===== config.mk =====
export PLATFORM = sky130hd
export DESIGN_NAME = dual_clk_gen
export DESIGN_NICKNAME = d
export VERILOG_FILES = /design/src/rtl/clkgen_pkg.sv /design/src/rtl/clkgen_req_decode.sv /design/src/rtl/clkgen_channel.sv /design/src/rtl/dual_clk_gen.sv
export SDC_FILE = /design/constraint.sdc
export NUM_CORES = 1
export LEC_CHECK = 0
export ABC_CLOCK_PERIOD_IN_PS = 5600
export BUFFER_PORTS_ARGS = -buffer_cell sky130_fd_sc_hd__buf_4
export CAP_MARGIN = 5
export CELL_PAD_IN_SITES_DETAIL_PLACEMENT = 0
export CELL_PAD_IN_SITES_GLOBAL_PLACEMENT = 1
export CORE_UTILIZATION = 50
export CTS_BUF_LIST = sky130_fd_sc_hd__clkbuf_2 sky130_fd_sc_hd__clkbuf_4 sky130_fd_sc_hd__clkbuf_8
export DETAILED_ROUTE_END_ITERATION = 10
export PLACE_DENSITY = 0.86
export SKIP_CTS_REPAIR_TIMING = 1
export SYNTH_ARGS = -nofsm -noshare
export SYNTH_HDL_FRONTEND = slang
export SYNTH_HIERARCHICAL = 1
export SYNTH_SLANG_ARGS = --single-unit
export TNS_END_PERCENT = 5

===== constraint.sdc =====
create_clock -name clk_i -period 5.6 [get_ports clk_i]
set_input_delay 0.28 -clock clk_i [delete_from_list [all_inputs] [get_ports clk_i]]
set_output_delay 0.28 -clock clk_i [all_outputs]
set_load 0.1 [all_outputs]

===== src/rtl/clkgen_pkg.sv =====
package clkgen_pkg;
  // Source encoding shared by decoders and channels
  localparam logic SRC_XTAL = 1'b0;
  localparam logic SRC_OSC  = 1'b1;

  // Card selection codes (decoded in clkgen_req_decode)
  localparam logic [2:0] CARD_X_A    = 3'd0;
  localparam logic [2:0] CARD_X_B    = 3'd1;
  localparam logic [2:0] CARD_X_C    = 3'd2;
  localparam logic [2:0] CARD_O_FAST = 3'd3;
  localparam logic [2:0] CARD_PARK_L = 3'd4;
  localparam logic [2:0] CARD_PARK_H = 3'd5;

  // Microcontroller selection codes
  localparam logic [1:0] MCU_O_SLOW = 2'd0;
  localparam logic [1:0] MCU_X_A    = 2'd1;
  localparam logic [1:0] MCU_X_B    = 2'd2;
  localparam logic [1:0] MCU_O_FAST = 2'd3;
endpackage


===== src/rtl/clkgen_req_decode.sv =====
module clkgen_req_decode
  import clkgen_pkg::*;
#(
  parameter bit IS_CARD    = 1'b1,
  parameter int SEL_W      = 3,
  parameter int CW         = 3,
  parameter int X_DIV_A    = 2,
  parameter int X_DIV_B    = 4,
  parameter int X_DIV_C    = 8,
  parameter int O_DIV_FAST = 2,
  parameter int O_DIV_SLOW = 8,
  parameter bit RST_RUN    = 1'b0,
  parameter bit RST_SRC    = 1'b0,
  parameter int RST_HALF   = 1
) (
  input  logic             clk_i,
  input  logic             rst_i,
  input  logic [SEL_W-1:0] sel_i,
  output logic             req_run_o,
  output logic             req_lvl_o,
  output logic             req_src_o,
  output logic [CW-1:0]    req_half_o
);
  localparam logic [CW-1:0] H_XA = CW'(X_DIV_A / 2);
  localparam logic [CW-1:0] H_XB = CW'(X_DIV_B / 2);
  localparam logic [CW-1:0] H_XC = CW'(X_DIV_C / 2);
  localparam logic [CW-1:0] H_OF = CW'(O_DIV_FAST / 2);
  localparam logic [CW-1:0] H_OS = CW'(O_DIV_SLOW / 2);
  localparam logic [CW-1:0] H_RST = CW'(RST_HALF);

  logic          d_run, d_lvl, d_src;
  logic [CW-1:0] d_half;

  generate
    if (IS_CARD) begin : g_card
      always_comb begin
        d_run  = 1'b1;
        d_lvl  = 1'b0;
        d_src  = SRC_XTAL;
        d_half = H_XA;
        case (sel_i)
          SEL_W'(CARD_X_A):    d_half = H_XA;
          SEL_W'(CARD_X_B):    d_half = H_XB;
          SEL_W'(CARD_X_C):    d_half = H_XC;
          SEL_W'(CARD_O_FAST): begin d_src = SRC_OSC; d_half = H_OF; end
          SEL_W'(CARD_PARK_H): begin d_run = 1'b0; d_lvl = 1'b1; end
          default:             begin d_run = 1'b0; d_lvl = 1'b0; end
        endcase
      end
    end else begin : g_mcu
      always_comb begin
        d_run  = 1'b1;
        d_lvl  = 1'b0;
        d_src  = SRC_OSC;
        d_half = H_OS;
        case (sel_i)
          SEL_W'(MCU_X_A):    begin d_src = SRC_XTAL; d_half = H_XA; end
          SEL_W'(MCU_X_B):    begin d_src = SRC_XTAL; d_half = H_XB; end
          SEL_W'(MCU_O_FAST): d_half = H_OF;
          default:            d_half = H_OS;
        endcase
      end
    end
  endgenerate

  // Request register: cuts the path from the selection pins to the switch logic
  always_ff @(posedge clk_i) begin
    if (rst_i) begin
      req_run_o  <= RST_RUN;
      req_lvl_o  <= 1'b0;
      req_src_o  <= RST_SRC;
      req_half_o <= H_RST;
    end else begin
      req_run_o  <= d_run;
      req_lvl_o  <= d_lvl;
      req_src_o  <= d_src;
      req_half_o <= d_half;
    end
  end
endmodule


===== src/rtl/clkgen_channel.sv =====
module clkgen_channel
  import clkgen_pkg::*;
#(
  parameter int CW       = 3,
  parameter bit RST_RUN  = 1'b0,
  parameter bit RST_SRC  = 1'b0,
  parameter int RST_HALF = 1
) (
  input  logic          clk_i,
  input  logic          rst_i,
  input  logic          xtick_i,
  input  logic          otick_i,
  input  logic          req_run_i,
  input  logic          req_lvl_i,
  input  logic          req_src_i,
  input  logic [CW-1:0] req_half_i,
  output logic          clk_o,
  output logic          run_o,
  output logic          pending_o
);
  localparam logic [CW-1:0] ONE   = CW'(1);
  localparam logic [CW-1:0] H_RST = CW'(RST_HALF);

  logic          act_run, act_lvl, act_src, clk_q;
  logic [CW-1:0] act_half, cnt;
  logic          cur_tick, new_tick, mism, phase_end;

  assign cur_tick  = (act_src == SRC_OSC) ? otick_i : xtick_i;
  assign new_tick  = (req_src_i == SRC_OSC) ? otick_i : xtick_i;
  assign phase_end = cur_tick && (cnt == act_half - ONE);
  assign mism = req_run_i ? (!act_run || req_src_i != act_src || req_half_i != act_half)
                          : (act_run || req_lvl_i != act_lvl);

  always_ff @(posedge clk_i) begin
    if (rst_i) begin
      act_run  <= RST_RUN;
      act_lvl  <= 1'b0;
      act_src  <= RST_SRC;
      act_half <= H_RST;
      cnt      <= '0;
      clk_q    <= 1'b0;
    end else if (act_run) begin
      if (phase_end) begin
        cnt <= '0;
        if (clk_q) begin
          // end of high phase: fall; park low may be taken here
          clk_q <= 1'b0;
          if (mism && !req_run_i && !req_lvl_i) begin
            act_run <= 1'b0;
            act_lvl <= 1'b0;
          end
        end else if (mism) begin
          // end of low phase: the only point a running setting is replaced
          if (req_run_i) begin
            act_src  <= req_src_i;
            act_half <= req_half_i;
          end else begin
            act_run <= 1'b0;
            act_lvl <= req_lvl_i;
            clk_q   <= req_lvl_i;
          end
        end else begin
          clk_q <= 1'b1;
        end
      end else if (cur_tick) begin
        cnt <= cnt + ONE;
      end
    end else if (mism) begin
      if (req_run_i) begin
        if (new_tick) begin
          act_run  <= 1'b1;
          act_lvl  <= 1'b0;
          act_src  <= req_src_i;
          act_half <= req_half_i;
          cnt      <= '0;
          clk_q    <= 1'b0;
        end
      end else begin
        act_lvl <= req_lvl_i;
        clk_q   <= req_lvl_i;
      end
    end
  end

  assign clk_o     = clk_q;
  assign run_o     = act_run;
  assign pending_o = mism;
endmodule


===== src/rtl/dual_clk_gen.sv =====
module dual_clk_gen
  import clkgen_pkg::*;
#(
  parameter int X_DIV_A    = 2,
  parameter int X_DIV_B    = 4,
  parameter int X_DIV_C    = 8,
  parameter int O_DIV_FAST = 2,
  parameter int O_DIV_SLOW = 8
) (
  input  logic       clk_i,
  input  logic       rst_i,
  input  logic       xtal_tick_i,
  input  logic       osc_tick_i,
  input  logic       low_power_i,
  input  logic [1:0] mcu_sel_i,
  input  logic [2:0] card_sel_i,
  output logic       mcu_clk_o,
  output logic       card_clk_o,
  output logic       mcu_pending_o,
  output logic       card_pending_o
);
  localparam int MAX_X    = (X_DIV_C > X_DIV_B) ? X_DIV_C : X_DIV_B;
  localparam int MAX_O    = (O_DIV_SLOW > O_DIV_FAST) ? O_DIV_SLOW : O_DIV_FAST;
  localparam int MAX_HALF = ((MAX_X > MAX_O) ? MAX_X : MAX_O) / 2;
  localparam int CW       = $clog2(MAX_HALF + 1);

  logic [1:0]    mcu_code;
  logic          m_run, m_lvl, m_src, c_run, c_lvl, c_src;
  logic [CW-1:0] m_half, c_half;
  logic          mcu_run, card_run;

  // Power reduction overrides the host field with the slow default
  assign mcu_code = low_power_i ? MCU_O_SLOW : mcu_sel_i;

  clkgen_req_decode #(
    .IS_CARD(1'b0), .SEL_W(2), .CW(CW),
    .X_DIV_A(X_DIV_A), .X_DIV_B(X_DIV_B), .X_DIV_C(X_DIV_C),
    .O_DIV_FAST(O_DIV_FAST), .O_DIV_SLOW(O_DIV_SLOW),
    .RST_RUN(1'b1), .RST_SRC(SRC_OSC), .RST_HALF(O_DIV_SLOW / 2)
  ) mcu_dec_i (
    .clk_i(clk_i), .rst_i(rst_i), .sel_i(mcu_code),
    .req_run_o(m_run), .req_lvl_o(m_lvl), .req_src_o(m_src), .req_half_o(m_half)
  );

  clkgen_channel #(
    .CW(CW), .RST_RUN(1'b1), .RST_SRC(SRC_OSC), .RST_HALF(O_DIV_SLOW / 2)
  ) mcu_ch_i (
    .clk_i(clk_i), .rst_i(rst_i), .xtick_i(xtal_tick_i), .otick_i(osc_tick_i),
    .req_run_i(m_run), .req_lvl_i(m_lvl), .req_src_i(m_src), .req_half_i(m_half),
    .clk_o(mcu_clk_o), .run_o(mcu_run), .pending_o(mcu_pending_o)
  );

  clkgen_req_decode #(
    .IS_CARD(1'b1), .SEL_W(3), .CW(CW),
    .X_DIV_A(X_DIV_A), .X_DIV_B(X_DIV_B), .X_DIV_C(X_DIV_C),
    .O_DIV_FAST(O_DIV_FAST), .O_DIV_SLOW(O_DIV_SLOW),
    .RST_RUN(1'b0), .RST_SRC(SRC_XTAL), .RST_HALF(X_DIV_A / 2)
  ) card_dec_i (
    .clk_i(clk_i), .rst_i(rst_i), .sel_i(card_sel_i),
    .req_run_o(c_run), .req_lvl_o(c_lvl), .req_src_o(c_src), .req_half_o(c_half)
  );

  clkgen_channel #(
    .CW(CW), .RST_RUN(1'b0), .RST_SRC(SRC_XTAL), .RST_HALF(X_DIV_A / 2)
  ) card_ch_i (
    .clk_i(clk_i), .rst_i(rst_i), .xtick_i(xtal_tick_i), .otick_i(osc_tick_i),
    .req_run_i(c_run), .req_lvl_i(c_lvl), .req_src_i(c_src), .req_half_i(c_half),
    .clk_o(card_clk_o), .run_o(card_run), .pending_o(card_pending_o)
  );
endmodule


# ---- Yosys cells after proc, flatten, opt, wreduce, memory -nomap -nowiden
# Index checks and enable logic that the tools add are counted.
dict set report op_classes {
  n_addsub 4
  n_eq_ne 25
  n_mux 82
  reduce_logical 31
}
# cell n
set ops {}
lappend ops {{3-bit 2-to-1 mux} 25}
lappend ops {{1-bit 2-to-1 mux} 54}
lappend ops {{3-bit != test (second input constant)} 4}
lappend ops {{3-bit one-hot mux with 2 select lines} 2}
lappend ops {{2-bit nonzero test} 6}
lappend ops {{3-bit AND reduction} 3}
lappend ops {{2-bit != test (second input constant)} 4}
lappend ops {{7-bit AND reduction} 1}
lappend ops {{3-bit by 1-bit adder with 3-bit output (second input constant)} 2}
lappend ops {{3-bit by 2-bit equality test with 1-bit output (second input constant)} 2}
lappend ops {{3-bit equality test} 2}
lappend ops {{3-bit by 2-bit != test with 1-bit output (second input constant)} 2}
lappend ops {{3-bit != test} 2}
lappend ops {{6-bit AND reduction} 1}
lappend ops {{2-bit OR reduction} 3}
lappend ops {{3-bit by 1-bit subtractor with 3-bit output (second input constant)} 2}
lappend ops {{1-bit logical OR} 5}
lappend ops {{5-bit AND reduction} 1}
lappend ops {{2-bit equality test (second input constant)} 2}
lappend ops {{1-bit logical AND} 4}
lappend ops {{1-bit logical NOT} 4}
lappend ops {{4-bit AND reduction} 1}
lappend ops {{4-bit OR reduction} 1}
lappend ops {{3-bit by 1-bit equality test with 1-bit output (second input constant)} 1}
lappend ops {{6 further kinds} 8}
dict set report totals {
  regBits 29
  inputBits 10
  output_inout_bits 4
  elab_cells 159
}

# ---- Logic depth before layout (Yosys ltp)
# Gate-level depths: netlist (run 1).
dict set report depth {
  ltp_word 10
  mapped_depth 7
  ltp_nobuf 7
}

# ---- By module
# The synthesis (run 1) kept the hierarchy.
# module n_inst cells_each area_each_um2 seq_area_each_um2
set by_module_without_submodules {}
lappend by_module_without_submodules {{clkgen_channel at card_ch_i} 1 84 708.2 200.2}
lappend by_module_without_submodules {{clkgen_channel at mcu_ch_i} 1 78 688.2 200.2}
lappend by_module_without_submodules {{clkgen_req_decode at mcu_dec_i} 1 18 188.9 80.1}
lappend by_module_without_submodules {{clkgen_req_decode at card_dec_i} 1 13 176.4 120.1}
lappend by_module_without_submodules {dual_clk_gen 1 2 12.5 0.0}

# ---- Worst setup path before layout (run 1)
# Ideal clock, no wire load.
dict set report synth_path {
  path_type {register to output}
  start {reg card_ch_i.act_src}
  end {out card_pending_o}
  arrival_time_ns 2.305
  t_required_ns 5.320
  path_slack_ns 3.015
  path_stages_with_launch 6
  path_buffers 1
  cell_sequence {dfxtp_1 clkbuf_1 xnor2_1 nand4_1 nor2_1 a21oi_1}
}
dict set report synth_between {
  elab_chain_cells 4
}
# element line
set synth_lines {}
lappend synth_lines {{start, declared} clkgen_channel.sv:24} ;# logic act_run, act_lvl, act_src, clk_q;
lappend synth_lines {{start signal, assigned} clkgen_channel.sv:55} ;# act_src <= req_src_i;
lappend synth_lines {{start signal, assigned} clkgen_channel.sv:73} ;# act_src <= req_src_i;
lappend synth_lines {{1-bit != test} clkgen_channel.sv:31} ;# assign mism = req_run_i ? (!act_run || req_src_i != act_src || req_half_i != act_half)
lappend synth_lines {{1-bit logical OR (2 in a row)} clkgen_channel.sv:31}
lappend synth_lines {{1-bit 2-to-1 mux} clkgen_channel.sv:31}
lappend synth_lines {{end, declared} dual_clk_gen.sv:20} ;# output logic card_pending_o
# No other way between the ends.

# ---- Final worst setup path (run 1)
dict set report layout_path {
  start {reg mcu_ch_i.act_half[0]}
  end {reg mcu_ch_i.clk_q, in the netlist mcu_ch_i/clk_o}
}
dict set report layout_between {
  elab_chain_cells 6
  elab_cells_between_ends 12
  classes_between {add/sub (1); eq/ne (3); mux (4); reduce/logical (4)}
}
# element line
set layout_lines {}
lappend layout_lines {{start, declared} clkgen_channel.sv:25} ;# logic [CW-1:0] act_half, cnt;
lappend layout_lines {{start signal, assigned} clkgen_channel.sv:56} ;# act_half <= req_half_i;
lappend layout_lines {{start signal, assigned} clkgen_channel.sv:74} ;# act_half <= req_half_i;
lappend layout_lines {{branches (longest 6 deep; another with 3-bit by 1-bit subtractor with 3-bit output)} --}
lappend layout_lines {{end signal, assigned} clkgen_channel.sv:60} ;# clk_q <= req_lvl_i;
lappend layout_lines {{end signal, assigned} clkgen_channel.sv:80} ;# clk_q <= req_lvl_i;
lappend layout_lines {{end, declared} clkgen_channel.sv:24}
# Parallel ways; which one is timed is not known. The select of a mux whose other input is x is not followed.
# A chain may end at the register's enable or synchronous reset.

==> summary.txt, run 1 <==
Outcome
  • Status: finished clean

Floorplanning
  • Floorplan die width: 61.6 um
  • Initial core utilization: 52.8%
  • Number of placed I/O pins: 14
  • Area of the die: roughly 3800 um2
  • Standard-cell rows: 21
  • Die Height: 61.6 um
  • Core area: ~3400 um2

Timing
  • Final hold violation count: 0
  • Count of final setup violators: 0
  • Achievable frequency: 436 MHz
  • Slew of the pin with the lowest slew margin: 0.571 ns
  • Final-layout setup total negative slack: 0 ns
  • Post-layout minimum cycle time: roughly 2.3 ns
  • Ratio of final minimum period to clock period: 41.0%
  • Final Max Tran Viols: 0
  • Final setup skew: between 0.007 and 0.008 ns
  • Post-route setup slack: between 3 and 4 ns
  • Relative slew margins: 61.6%
  • RSZ-0062 raised after global routing: no

GRT
  • Gr ovfl total: 0
  • First-pass GRT wire length: 5540 um
  • Pin count of the biggest net entering global routing: 37
  • Number of global-route vias before repair: 1200
  • Total track usage: between 20% and 30%
  • Antenna violations before repair: 0

Placed design
  • Routability congestion estimate from global placement: 0.867
  • Worst setup timing slack at the placement stage: 3.33 ns
  • Final HPWL from detailed placement: 2380 um
  • Count of input and output buffers: 13

Job
  • Reported max-cap violation count: 0

Worst setup path
  • Cell type of the slowest stage on the worst timing path: sky130_fd_sc_hd__o41ai_4
  • Required time of the worst setup path: 5.86 ns
  • Critical Path AT: 2.55 ns
  • Critical-path maximum fanout: 5
  • CP Class: register to register
  • WP depth: 7
  • Buf+Inv Stages, Crit Path: 1
  • Crit end category: register
  • Length in cells of the worst reg-to-reg path: 7
  • Cell-by-cell trace of the critical path: inv_1 > ha_1 > xnor2_1 > o41ai_4 > o21ai_2 > or4b_1 > a21oi_1
  • Crit path largest cell delay: 0.52 ns
  • Delay-heaviest family, CP: compound AO/OA/AOI/OAI gates
  • Element type at the critical path start: register

Logic synthesis
  • Post-synthesis area per instance: a little over 9 um2
  • Flip-flop cell with the highest count after synthesis: sky130_fd_sc_hd__dfxtp_1
  • Biggest area contributors in the synthesized netlist: sky130_fd_sc_hd__dfxtp_1, sky130_fd_sc_hd__mux2i_1, sky130_fd_sc_hd__xnor2_1
  • Post-synthesis net count: ~210
  • Portion of the post-synthesis area used by sequential elements: between 30% and 40%
  • Post-synthesis cell type count: 52
  • Cell types with the highest counts after synthesis: sky130_fd_sc_hd__dfxtp_1, sky130_fd_sc_hd__nor2_1, sky130_fd_sc_hd__nand2_1
  • Post-synthesis instance total: 195
  • Synth area leader: sky130_fd_sc_hd__dfxtp_1
  • Flop and latch count out of synthesis: 30
  • Top cell type's share of synthesized area: 33.9%
  • Post-synth EDFFs: 0
  • Yosys warnings: 6
  • Share of flip-flops with an asynchronous set or reset after synthesis: 0%
  • Cell with the most instances after synthesis: sky130_fd_sc_hd__dfxtp_1
  • Post-synthesis instance area: 1770 um2

Layout
  • Layout cells sized above 1: 18.1%
  • Antenna diodes: 0
  • Net count reported at finish: 227
  • Area growth from synthesis to final layout: 10.6%
  • Fill count: 335

Clock tree
  • Maximum buffer depth of the clock tree: 2
  • TritonCTS buffer count: 5
  • Clock tree from TritonCTS: built
  • CTS sink count: 30
  • Clock-pin slew on the worst setup and hold paths: 0.09 ns
  • Clock root buffer: sky130_fd_sc_hd__clkbuf_4
  • Clock latency at the later pin of the worst-skew pair: 0.33 ns
  • Maximum level of the CTS H-tree: 2

Detailed routing
  • Number of iterations in the first detailed-routing pass: 4
  • Number of remaining DRC errors: 0
  • Starting DRC count in detailed routing: 78
  • Detail Route Antenna Nets: 0
  • Overall via count from detail_route: ~1.3k
  • WL/cell: 12.7 um
  • Via density per instance: 5.21
  • Aggregate routed wire length: 3250 um

Pwr
  • Switching Fraction: about 29%
  • Worst voltage drop across the vdd grid: ~0.15 mV
  • Final total power: 0.000434 W
  • Power share of the sequential group: around half
  • PwrDens: 221 nW/um2
  • Part of the total power dissipated in combinational logic: 15.4%
  • Cell leakage power: 0.792 nW
  • Power spent charging and discharging nets: ~0.00012 W
  • Internal power: between 0.0003 and 0.0004 W
  • Share of power burned in the clock network: 32.8%

Worst hold path
  • Cells on Worst Hold Path: 2
  • Worst hold path type: primary input to register
power by group through the flow:
stage | clock network, W | registers, W | logic, W
detailed placement | 0 | 0.000230 | 0.0000664
floorplan | 0 | 0.000229 | 0.0000500
global placement | 0 | 0.000230 | 0.0000648
finish | 0.000142 | 0.000225 | 0.0000667
global route | 0.000160 | 0.000226 | 0.0000729
CTS | 0.000147 | 0.000225 | 0.0000665
layout make-up:
cell class,count,area [um2],area share [%]
multi-input cells,148,1100,56.1
flip-flops and latches,30,601,30.6
repair buffers,13,97.6,4.97
clock buffers,7,58.8,3.00
well taps,46,57.6,2.93
inverters,11,41.3,2.10
clock inverters,1,5.00,0.255
layout by cell type, fill, tap and decap left out, drive strengths merged, types with 2 or more instances in the layout:
| cell | instances |
|---|---|
| inv | 11 |
| o41ai | 2 |
| xnor2 | 13 |
| a22oi | 2 |
| mux2 | 2 |
| nand2 | 15 |
| a21oi | 11 |
| nor2b | 6 |
| mux2i | 12 |
| dfxtp | 30 |
| nor2 | 22 |
| clkbuf | 7 |
| or4b | 2 |
| nand4 | 2 |
| a31oi | 2 |
| buf | 13 |
| o21ai | 5 |
| nor3 | 7 |
| xor3 | 2 |
| conb | 2 |
| ha | 8 |
| nor4b | 2 |
| xor2 | 2 |
| nand2b | 9 |
flip-flops by register name, summed over array words and instances (netlist names):
register               cells
card_ch_i/act_half         3
card_ch_i/act_lvl          1
card_ch_i/act_src          1
card_ch_i/clk_o            1
card_ch_i/cnt              3
card_ch_i/run_o            1
card_dec_i/req_half_o      3
card_dec_i/req_lvl_o       1
card_dec_i/req_run_o       1
card_dec_i/req_src_o       1
mcu_ch_i/act_half          3
mcu_ch_i/act_lvl           1
mcu_ch_i/act_src           1
mcu_ch_i/clk_o             1
mcu_ch_i/cnt               3
mcu_ch_i/run_o             1
mcu_dec_i/req_half_o       3
mcu_dec_i/req_src_o        1
worst paths after layout:
| path | end | start | slack, ns |
|---|---|---|---|
| setup / recovery | mcu_ch_i/clk_o$_SDFFE_PP0P_ | mcu_ch_i/act_half[0]$_SDFFE_PP0P_ | 3.31 |
| hold / removal | card_dec_i/req_run_o$_SDFF_PP0_ | card_sel_i[2] | 0.13 |
| setup reg to reg | mcu_ch_i/clk_o$_SDFFE_PP0P_ | mcu_ch_i/act_half[0]$_SDFFE_PP0P_ | 3.31 |
| hold reg to reg | mcu_ch_i/act_half[1]$_SDFFE_PP0P_ | mcu_dec_i/req_half_o[1]$_SDFF_PP0_ | 0.50 |
cell families after synthesis:
group	share of synthesized area, %
buffers and inverters	4.09
muxes	8.04
xor gates and xnor gates	10.2
DFF	33.9
adders and majority gates	5.64
and+or+nand+nor	23.2
other	0.423
AOI/OAI and AO/OA	14.5
per-layer routing:
layer / vias to the layer above / wire (um) / track usage, %
met2: 18 / 1430 / 29.0
met1: 613 / 1680 / 27.8
met5: - / 0 / 0
met4: 0 / 40 / 11.4
li1: 698 / - / -
met3: 5 / 97 / 6.30
stage by stage:
step,cell area (um2),hold WS (ns),std cells,utilization [%]
global route,1960,0.109,256,58.3
detailed placement,1900,0.481,248,56.4
global placement,1900,0.470,248,56.4
finish,1960,0.133,256,58.3
CTS,1960,0.116,256,58.3
floorplan,1770,0.351,195,-
No activity file was read; power rests on OpenSTA's default activity.
==> inputs of run 2 (changes only) <==
--- a/config.mk
+++ b/config.mk
@@ -5,15 +5,15 @@
 export SDC_FILE = /design/constraint.sdc
 export NUM_CORES = 1
 export LEC_CHECK = 0
-export ABC_CLOCK_PERIOD_IN_PS = 5600
+export ABC_CLOCK_PERIOD_IN_PS = 1950
 export BUFFER_PORTS_ARGS = -buffer_cell sky130_fd_sc_hd__buf_4
 export CAP_MARGIN = 5
 export CELL_PAD_IN_SITES_DETAIL_PLACEMENT = 0
 export CELL_PAD_IN_SITES_GLOBAL_PLACEMENT = 1
-export CORE_UTILIZATION = 50
+export CORE_UTILIZATION = 43
 export CTS_BUF_LIST = sky130_fd_sc_hd__clkbuf_2 sky130_fd_sc_hd__clkbuf_4 sky130_fd_sc_hd__clkbuf_8
 export DETAILED_ROUTE_END_ITERATION = 10
-export PLACE_DENSITY = 0.86
+export PLACE_DENSITY = 0.79
 export SKIP_CTS_REPAIR_TIMING = 1
 export SYNTH_ARGS = -nofsm -noshare
 export SYNTH_HDL_FRONTEND = slang
==> constraint.sdc (replaced) <==
create_clock -name clk_i -period 1.95 [get_ports clk_i]
set_input_delay 0.0975 -clock clk_i [delete_from_list [all_inputs] [get_ports clk_i]]
set_output_delay 0.0975 -clock clk_i [all_outputs]
set_load 0.1 [all_outputs]
==> summary.txt, run 2 (synthesis gave the netlist of run 1 again) <==
Worst setup path
  • Crit end category: register
  • Critical Path AT: 2.17 ns (-0.38 ns)
  • Element type at the critical path start: register
  • Critical-path maximum fanout: 2 (-3)
  • CP Class: register to register
  • Required time of the worst setup path: 2.17 ns (-3.69 ns)

Clock tree
  • Maximum level of the CTS H-tree: 2 (unchanged)
  • Clock-pin slew on the worst setup and hold paths: 0.07 ns (-0.02 ns)
  • TritonCTS buffer count: 5 (unchanged)
  • Clock root buffer: sky130_fd_sc_hd__clkbuf_8
  • Clock tree from TritonCTS: built
  • Clock latency at the later pin of the worst-skew pair: 0.28 ns (-0.05 ns)
  • Maximum buffer depth of the clock tree: 2 (unchanged)
  • CTS sink count: 30 (unchanged)

Timing
  • Final Max Tran Viols: 0 (unchanged)
  • Post-layout minimum cycle time: 1.95 ns (-0.340 ns)
  • Slew of the pin with the lowest slew margin: 0.654 ns (+0.0834 ns)
  • Achievable frequency: 512 MHz (+17%)
  • Post-route setup slack: -0.00371 ns (-3.31 ns)
  • Final hold violation count: 0 (unchanged)
  • Ratio of final minimum period to clock period: 100% (+59 points)
  • RSZ-0062 raised after global routing: yes
  • Final setup skew: 0.00434 ns (-0.00324 ns)
  • Relative slew margins: 56.0% (-5.6 points)
  • Count of final setup violators: 1 (+1)

GRT
  • Antenna violations before repair: 0 (unchanged)
  • First-pass GRT wire length: 5920 um (+6.9%)
  • Total track usage: 18.0% (-2.6 points)
  • Number of global-route vias before repair: 1316 (+9.7%)
  • Pin count of the biggest net entering global routing: 37 (unchanged)
  • Gr ovfl total: 0 (unchanged)

Detailed routing
  • Detail Route Antenna Nets: 0 (unchanged)
  • Starting DRC count in detailed routing: 87 (+12%)
  • Via density per instance: 5.27 (+1.1%)
  • Number of iterations in the first detailed-routing pass: 4 (unchanged)
  • Overall via count from detail_route: 1401 (+5.0%)
  • Top routing layer in use: met4
  • Number of remaining DRC errors: 0 (unchanged)
  • Met3 wire length: 105 um (+8.2%)
  • Aggregate routed wire length: 3430 um (+5.7%)
  • Routed length on met1: 1820 um (+8.4%)
  • Routed wire length on met2: 1470 um (+2.6%)
  • WL/cell: 12.9 um (+1.8%)

Pwr
  • PwrDens: 652 nW/um2 (+190%)
  • Cell leakage power: 0.847 nW (+7.0%)
  • Worst voltage drop across the vdd grid: 0.291 mV (+88%)
  • Final total power: 0.00138 W (+220%)

Placed design
  • Cell total after placement: 257 (+3.6%)
  • Placed instance area: 1960 um2 (+3.1%)
  • Final HPWL from detailed placement: 2520 um (+5.7%)
  • Routability congestion estimate from global placement: 0.740 (-15%)
  • Worst setup timing slack at the placement stage: -0.111 ns (-3.44 ns)
  • Count of input and output buffers: 13 (unchanged)

Layout
  • Most frequent cells in the layout: sky130_fd_sc_hd__dfxtp_1, sky130_fd_sc_hd__nor2_1, sky130_fd_sc_hd__buf_4
  • Net count reported at finish: 235 (+3.5%)
  • Area growth from synthesis to final layout: 19.1%
  • Most common cell after layout, fill and taps aside: sky130_fd_sc_hd__dfxtp_1
  • Fill count: 350 (+4.5%)
  • Layout cells sized above 1: 23.9% (+5.8 points)
  • Antenna diodes: 0 (unchanged)
  • Post-route design area: 2110 um2 (+7.7%)
  • Post-route non-filler standard cell count: 266 (+3.9%)

Outcome
  • Status: finished with violations
  • Violations in the final reports: negative setup slack

Floorplanning
  • Core area: 3800 um2 (+13%)
  • Standard-cell rows: 22 (+4.8%)
  • Initial core utilization: 46.7% (-6.0 points)
  • Area of the die: 4390 um2 (+16%)
  • Floorplan die width: 66.2 um (+7.6%)
  • Number of placed I/O pins: 14 (unchanged)
  • Die Height: 66.2 um (+7.6%)

Worst hold path
  • Worst hold path type: primary input to register

Job
  • Reported max-cap violation count: 0 (unchanged)
[run 2: cell types whose count changed in the layout (fill, tap and decap cells not counted), moves of 2 or more]
cell                       previous run  this run
sky130_fd_sc_hd__clkbuf_4             6         0
sky130_fd_sc_hd__buf_4               13        20
sky130_fd_sc_hd__clkbuf_8             1         6
sky130_fd_sc_hd__a21oi_2              0         2
sky130_fd_sc_hd__a21oi_1             11         9
[run 2: power by group]
part           internal [W]  switching (W)  total (W)
clock network      0.000283       0.000242   0.000526
logic             0.0000817       0.000122   0.000204
registers          0.000628      0.0000199   0.000648
total              0.000993       0.000385    0.00138
[run 2: stage by stage]
step                      setup TNS, ns  util [%]  hold WS [ns]
final                          -0.00371      55.6        0.0101
after floorplan                  -0.128         -         0.169
after CTS                        -0.226      54.0       -0.0135
after global placement          -0.0563      51.5         0.291
after global routing             -0.118      55.6       0.00604
after detailed placement         -0.176      51.5         0.297
[run 2: worst paths after layout]
kind                                     start                             endpoint  slack, ns  cells after the start
max          mcu_ch_i/act_half[0]$_SDFFE_PP0P_          mcu_ch_i/clk_o$_SDFFE_PP0P_     -0.004                      7
min                              card_sel_i[0]  card_dec_i/req_half_o[2]$_SDFF_PP0_       0.01                      2
max reg2reg  mcu_ch_i/act_half[0]$_SDFFE_PP0P_          mcu_ch_i/clk_o$_SDFFE_PP0P_     -0.004                      7
min reg2reg      mcu_ch_i/act_lvl$_SDFFE_PP0P_        mcu_ch_i/act_lvl$_SDFFE_PP0P_       0.49                      2
[run 2: cell type report]
class	count	area, um2	share of cell area (%)
Tap cell	48	60.1	2.84
Sequential cell	30	602	28.5
Multi-Input combinational cell	148	1150	54.6
Timing Repair Buffer	21	160	7.58
Clock inverter	2	12.5	0.592
Inverter	11	41.3	1.95
Clock buffer	6	82.6	3.91
[run 2: per-layer routing]
| layer | GRT usage, % | vias to the layer above |
|---|---|---|
| met4 | 7.18 | 0 |
| met1 | 24.9 | 656 |
| met2 | 25.6 | 21 |
| met3 | 5.69 | 5 |
| met5 | 0 | - |
| li1 | - | 719 |
[run 2: critical path: stages, from the launching register on]
cell,delay [ns]
sky130_fd_sc_hd__dfxtp_2,0.33
sky130_fd_sc_hd__inv_1,0.06
sky130_fd_sc_hd__ha_4,0.26
sky130_fd_sc_hd__xnor2_4,0.16
sky130_fd_sc_hd__o41ai_4,0.38
sky130_fd_sc_hd__o21ai_2,0.11
sky130_fd_sc_hd__or4b_1,0.47
sky130_fd_sc_hd__a21oi_1,0.13
==> inputs of run 3 (changes only) <==
--- a/config.mk
+++ b/config.mk
@@ -8,15 +8,12 @@
 export ABC_CLOCK_PERIOD_IN_PS = 1950
 export BUFFER_PORTS_ARGS = -buffer_cell sky130_fd_sc_hd__buf_4
 export CAP_MARGIN = 5
-export CELL_PAD_IN_SITES_DETAIL_PLACEMENT = 0
-export CELL_PAD_IN_SITES_GLOBAL_PLACEMENT = 1
-export CORE_UTILIZATION = 43
+export CORE_UTILIZATION = 50
 export CTS_BUF_LIST = sky130_fd_sc_hd__clkbuf_2 sky130_fd_sc_hd__clkbuf_4 sky130_fd_sc_hd__clkbuf_8
 export DETAILED_ROUTE_END_ITERATION = 10
-export PLACE_DENSITY = 0.79
+export PLACE_DENSITY = 0.72
 export SKIP_CTS_REPAIR_TIMING = 1
 export SYNTH_ARGS = -nofsm -noshare
 export SYNTH_HDL_FRONTEND = slang
 export SYNTH_HIERARCHICAL = 1
 export SYNTH_SLANG_ARGS = --single-unit
-export TNS_END_PERCENT = 5
==> summary.txt, run 3 (synthesis gave the netlist of run 1 again) <==
Pwr
  • Worst voltage drop across the vdd grid: 0.476 mV (+64%)
  • Cell leakage power: 0.847 nW (about the same)
  • PwrDens: 597 nW/um2 (-8.4%)
  • Final total power: 0.00126 W (-8.6%)

Layout
  • Post-route non-filler standard cell count: 267 (+0.38%)
  • Antenna diodes: 0 (unchanged)
  • Most common cell after layout, fill and taps aside: sky130_fd_sc_hd__dfxtp_1
  • Most frequent cells in the layout: sky130_fd_sc_hd__dfxtp_1, sky130_fd_sc_hd__buf_4, sky130_fd_sc_hd__nor2_1
  • Finished Core Util: 62.7% (+7.1 points)
  • Layout cells sized above 1: 26.2% (+2.4 points)
  • Net count reported at finish: 238 (+1.3%)
  • Area growth from synthesis to final layout: 18.9%
  • Fill count: 294 (-16%)

Floorplanning
  • Initial core utilization: 52.8% (+6.0 points)
  • Floorplan die width: 61.6 um (-7.0%)
  • Number of placed I/O pins: 14 (unchanged)
  • Area of the die: 3790 um2 (-14%)
  • Die Height: 61.6 um (-7.0%)
  • Core area: 3360 um2 (-11%)
  • Standard-cell rows: 21 (-4.5%)

Timing
  • Achievable frequency: 509 MHz (-0.62%)
  • Final-layout setup total negative slack: -0.0212 ns (-0.0175 ns)
  • Final setup skew: 0.0118 ns (+0.00746 ns)
  • Post-layout minimum cycle time: 1.97 ns (+0.0122 ns)
  • Final Max Tran Viols: 0 (unchanged)
  • Relative slew margins: 51.2% (-4.8 points)
  • Final hold violation count: 0 (unchanged)
  • Count of final setup violators: 2 (+1)
  • Slew of the pin with the lowest slew margin: 0.726 ns (+0.0718 ns)
  • RSZ-0062 raised after global routing: yes
  • Post-route setup slack: -0.0159 ns (-0.0122 ns)
  • Ratio of final minimum period to clock period: 101% (+0.63 points)
  • Worst slack on hold paths: 0.146 ns (+0.136 ns)

GRT
  • Total track usage: 21.1% (+3.1 points)
  • Pin count of the biggest net entering global routing: 37 (unchanged)
  • Routing usage on met3: 5.67% (-0.017 points)
  • Number of global-route vias before repair: 1361 (+3.4%)
  • Antenna violations before repair: 0 (unchanged)
  • First-pass GRT wire length: 5840 um (-1.4%)
  • Gr ovfl total: 0 (unchanged)
  • Global-route met1 utilization: 27.8% (+2.9 points)
  • Met2 track utilization from global routing: 33.2% (+7.5 points)
  • Busiest layer in global routing: met2

Worst setup path
  • CP Class: register to register
  • Cell type of the slowest stage on the worst timing path: sky130_fd_sc_hd__or4b_4
  • Cell-by-cell trace of the critical path: inv_1 > ha_4 > xnor2_4 > o41ai_4 > o21ai_2 > or4b_4 > a21oi_2
  • Crit end category: register
  • Crit path largest cell delay: 0.49 ns (+0.02 ns)
  • Buf+Inv Stages, Crit Path: 1 (unchanged)
  • Delay-heaviest family, CP: compound AO/OA/AOI/OAI gates
  • Critical-path maximum fanout: 2 (unchanged)
  • Element type at the critical path start: register
  • Critical Path AT: 2.23 ns (+0.06 ns)
  • Required time of the worst setup path: 2.22 ns (+0.05 ns)

Outcome
  • Violations in the final reports: negative setup slack
  • Status: finished with violations

Detailed routing
  • Overall via count from detail_route: 1388 (-0.93%)
  • Via density per instance: 5.20 (-1.3%)
  • Starting DRC count in detailed routing: 44 (-49%)
  • Detail Route Antenna Nets: 0 (unchanged)
  • Number of iterations in the first detailed-routing pass: 4 (unchanged)
  • WL/cell: 13.1 um (+1.8%)
  • Number of remaining DRC errors: 0 (unchanged)
  • Aggregate routed wire length: 3510 um (+2.2%)

Clock tree
  • Clock-pin slew on the worst setup and hold paths: 0.10 ns (+0.03 ns)
  • Clock latency at the later pin of the worst-skew pair: 0.33 ns (+0.05 ns)
  • Clock root buffer: sky130_fd_sc_hd__clkbuf_4
  • Maximum buffer depth of the clock tree: 2 (unchanged)
  • CTS sink count: 30 (unchanged)
  • Maximum level of the CTS H-tree: 2 (unchanged)
  • Clock tree from TritonCTS: built
  • TritonCTS buffer count: 5 (unchanged)

Placed design
  • Routability congestion estimate from global placement: 0.972 (+31%)
  • Cell total after placement: 256 (-0.39%)
  • Count of input and output buffers: 13 (unchanged)
  • Final HPWL from detailed placement: 2550 um (+1.4%)

Worst hold path
  • Worst hold path type: primary input to register

Job
  • Reported max-cap violation count: 0 (unchanged)
==> run 3: cell types whose count changed in the layout (fill, tap and decap cells not counted), moves of 2 or more <==
cell	change
sky130_fd_sc_hd__clkbuf_4	+6
sky130_fd_sc_hd__clkbuf_8	-5
sky130_fd_sc_hd__dfxtp_1	-2
sky130_fd_sc_hd__dfxtp_2	+2
sky130_fd_sc_hd__dlygate4sd3_1	+2
==> run 3: routing by layer <==
layer / up-vias / part of all wire, %
met1: 637 / 48
met2: 27 / 48
met3: 5 / 3.3
met5: - / 0
met4: 0 / 1.1
li1: 719 / -
==> run 3: final timing paths <==
kind / depth (start not counted) / slack, ns / from / to
max: 7 / -0.02 / mcu_ch_i/act_half[1]$_SDFFE_PP0P_ / mcu_ch_i/clk_o$_SDFFE_PP0P_
min: 2 / 0.15 / rst_i / card_ch_i/act_half[1]$_SDFFE_PP0P_
max reg2reg: 7 / -0.02 / mcu_ch_i/act_half[1]$_SDFFE_PP0P_ / mcu_ch_i/clk_o$_SDFFE_PP0P_
min reg2reg: 2 / 0.49 / mcu_ch_i/act_lvl$_SDFFE_PP0P_ / mcu_ch_i/act_lvl$_SDFFE_PP0P_
==> run 3: cell type report <==
cell class                 instances  area [um2]  share of cell area (%)
clock inverter                     1        5.00                   0.237
clock buffer                       7        58.8                    2.79
sequential                        30         604                    28.6
multi-input combinational        148        1150                    54.7
tap                               46        57.6                    2.73
inverter                          11        41.3                    1.96
timing repair buffer              24         188                    8.90
==> run 3: metrics by stage <==
stage               worst slack [ns]  area (um2)
finish                       -0.0159        2110
global route                  -0.109        2110
CTS                           -0.120        2030
detailed placement           -0.0912        1970
global placement            -0.00170        1970
floorplan                    -0.0429        1780
==> run 3: power by group <==
group	total, W	switching (W)	internal [W]	leakage (nW)
registers	0.000648	0.0000200	0.000628	0.246
clock network	0.000404	0.000215	0.000188	0.0387
logic	0.000208	0.000123	0.0000852	0.563
total	0.00126	0.000358	0.000902	0.847
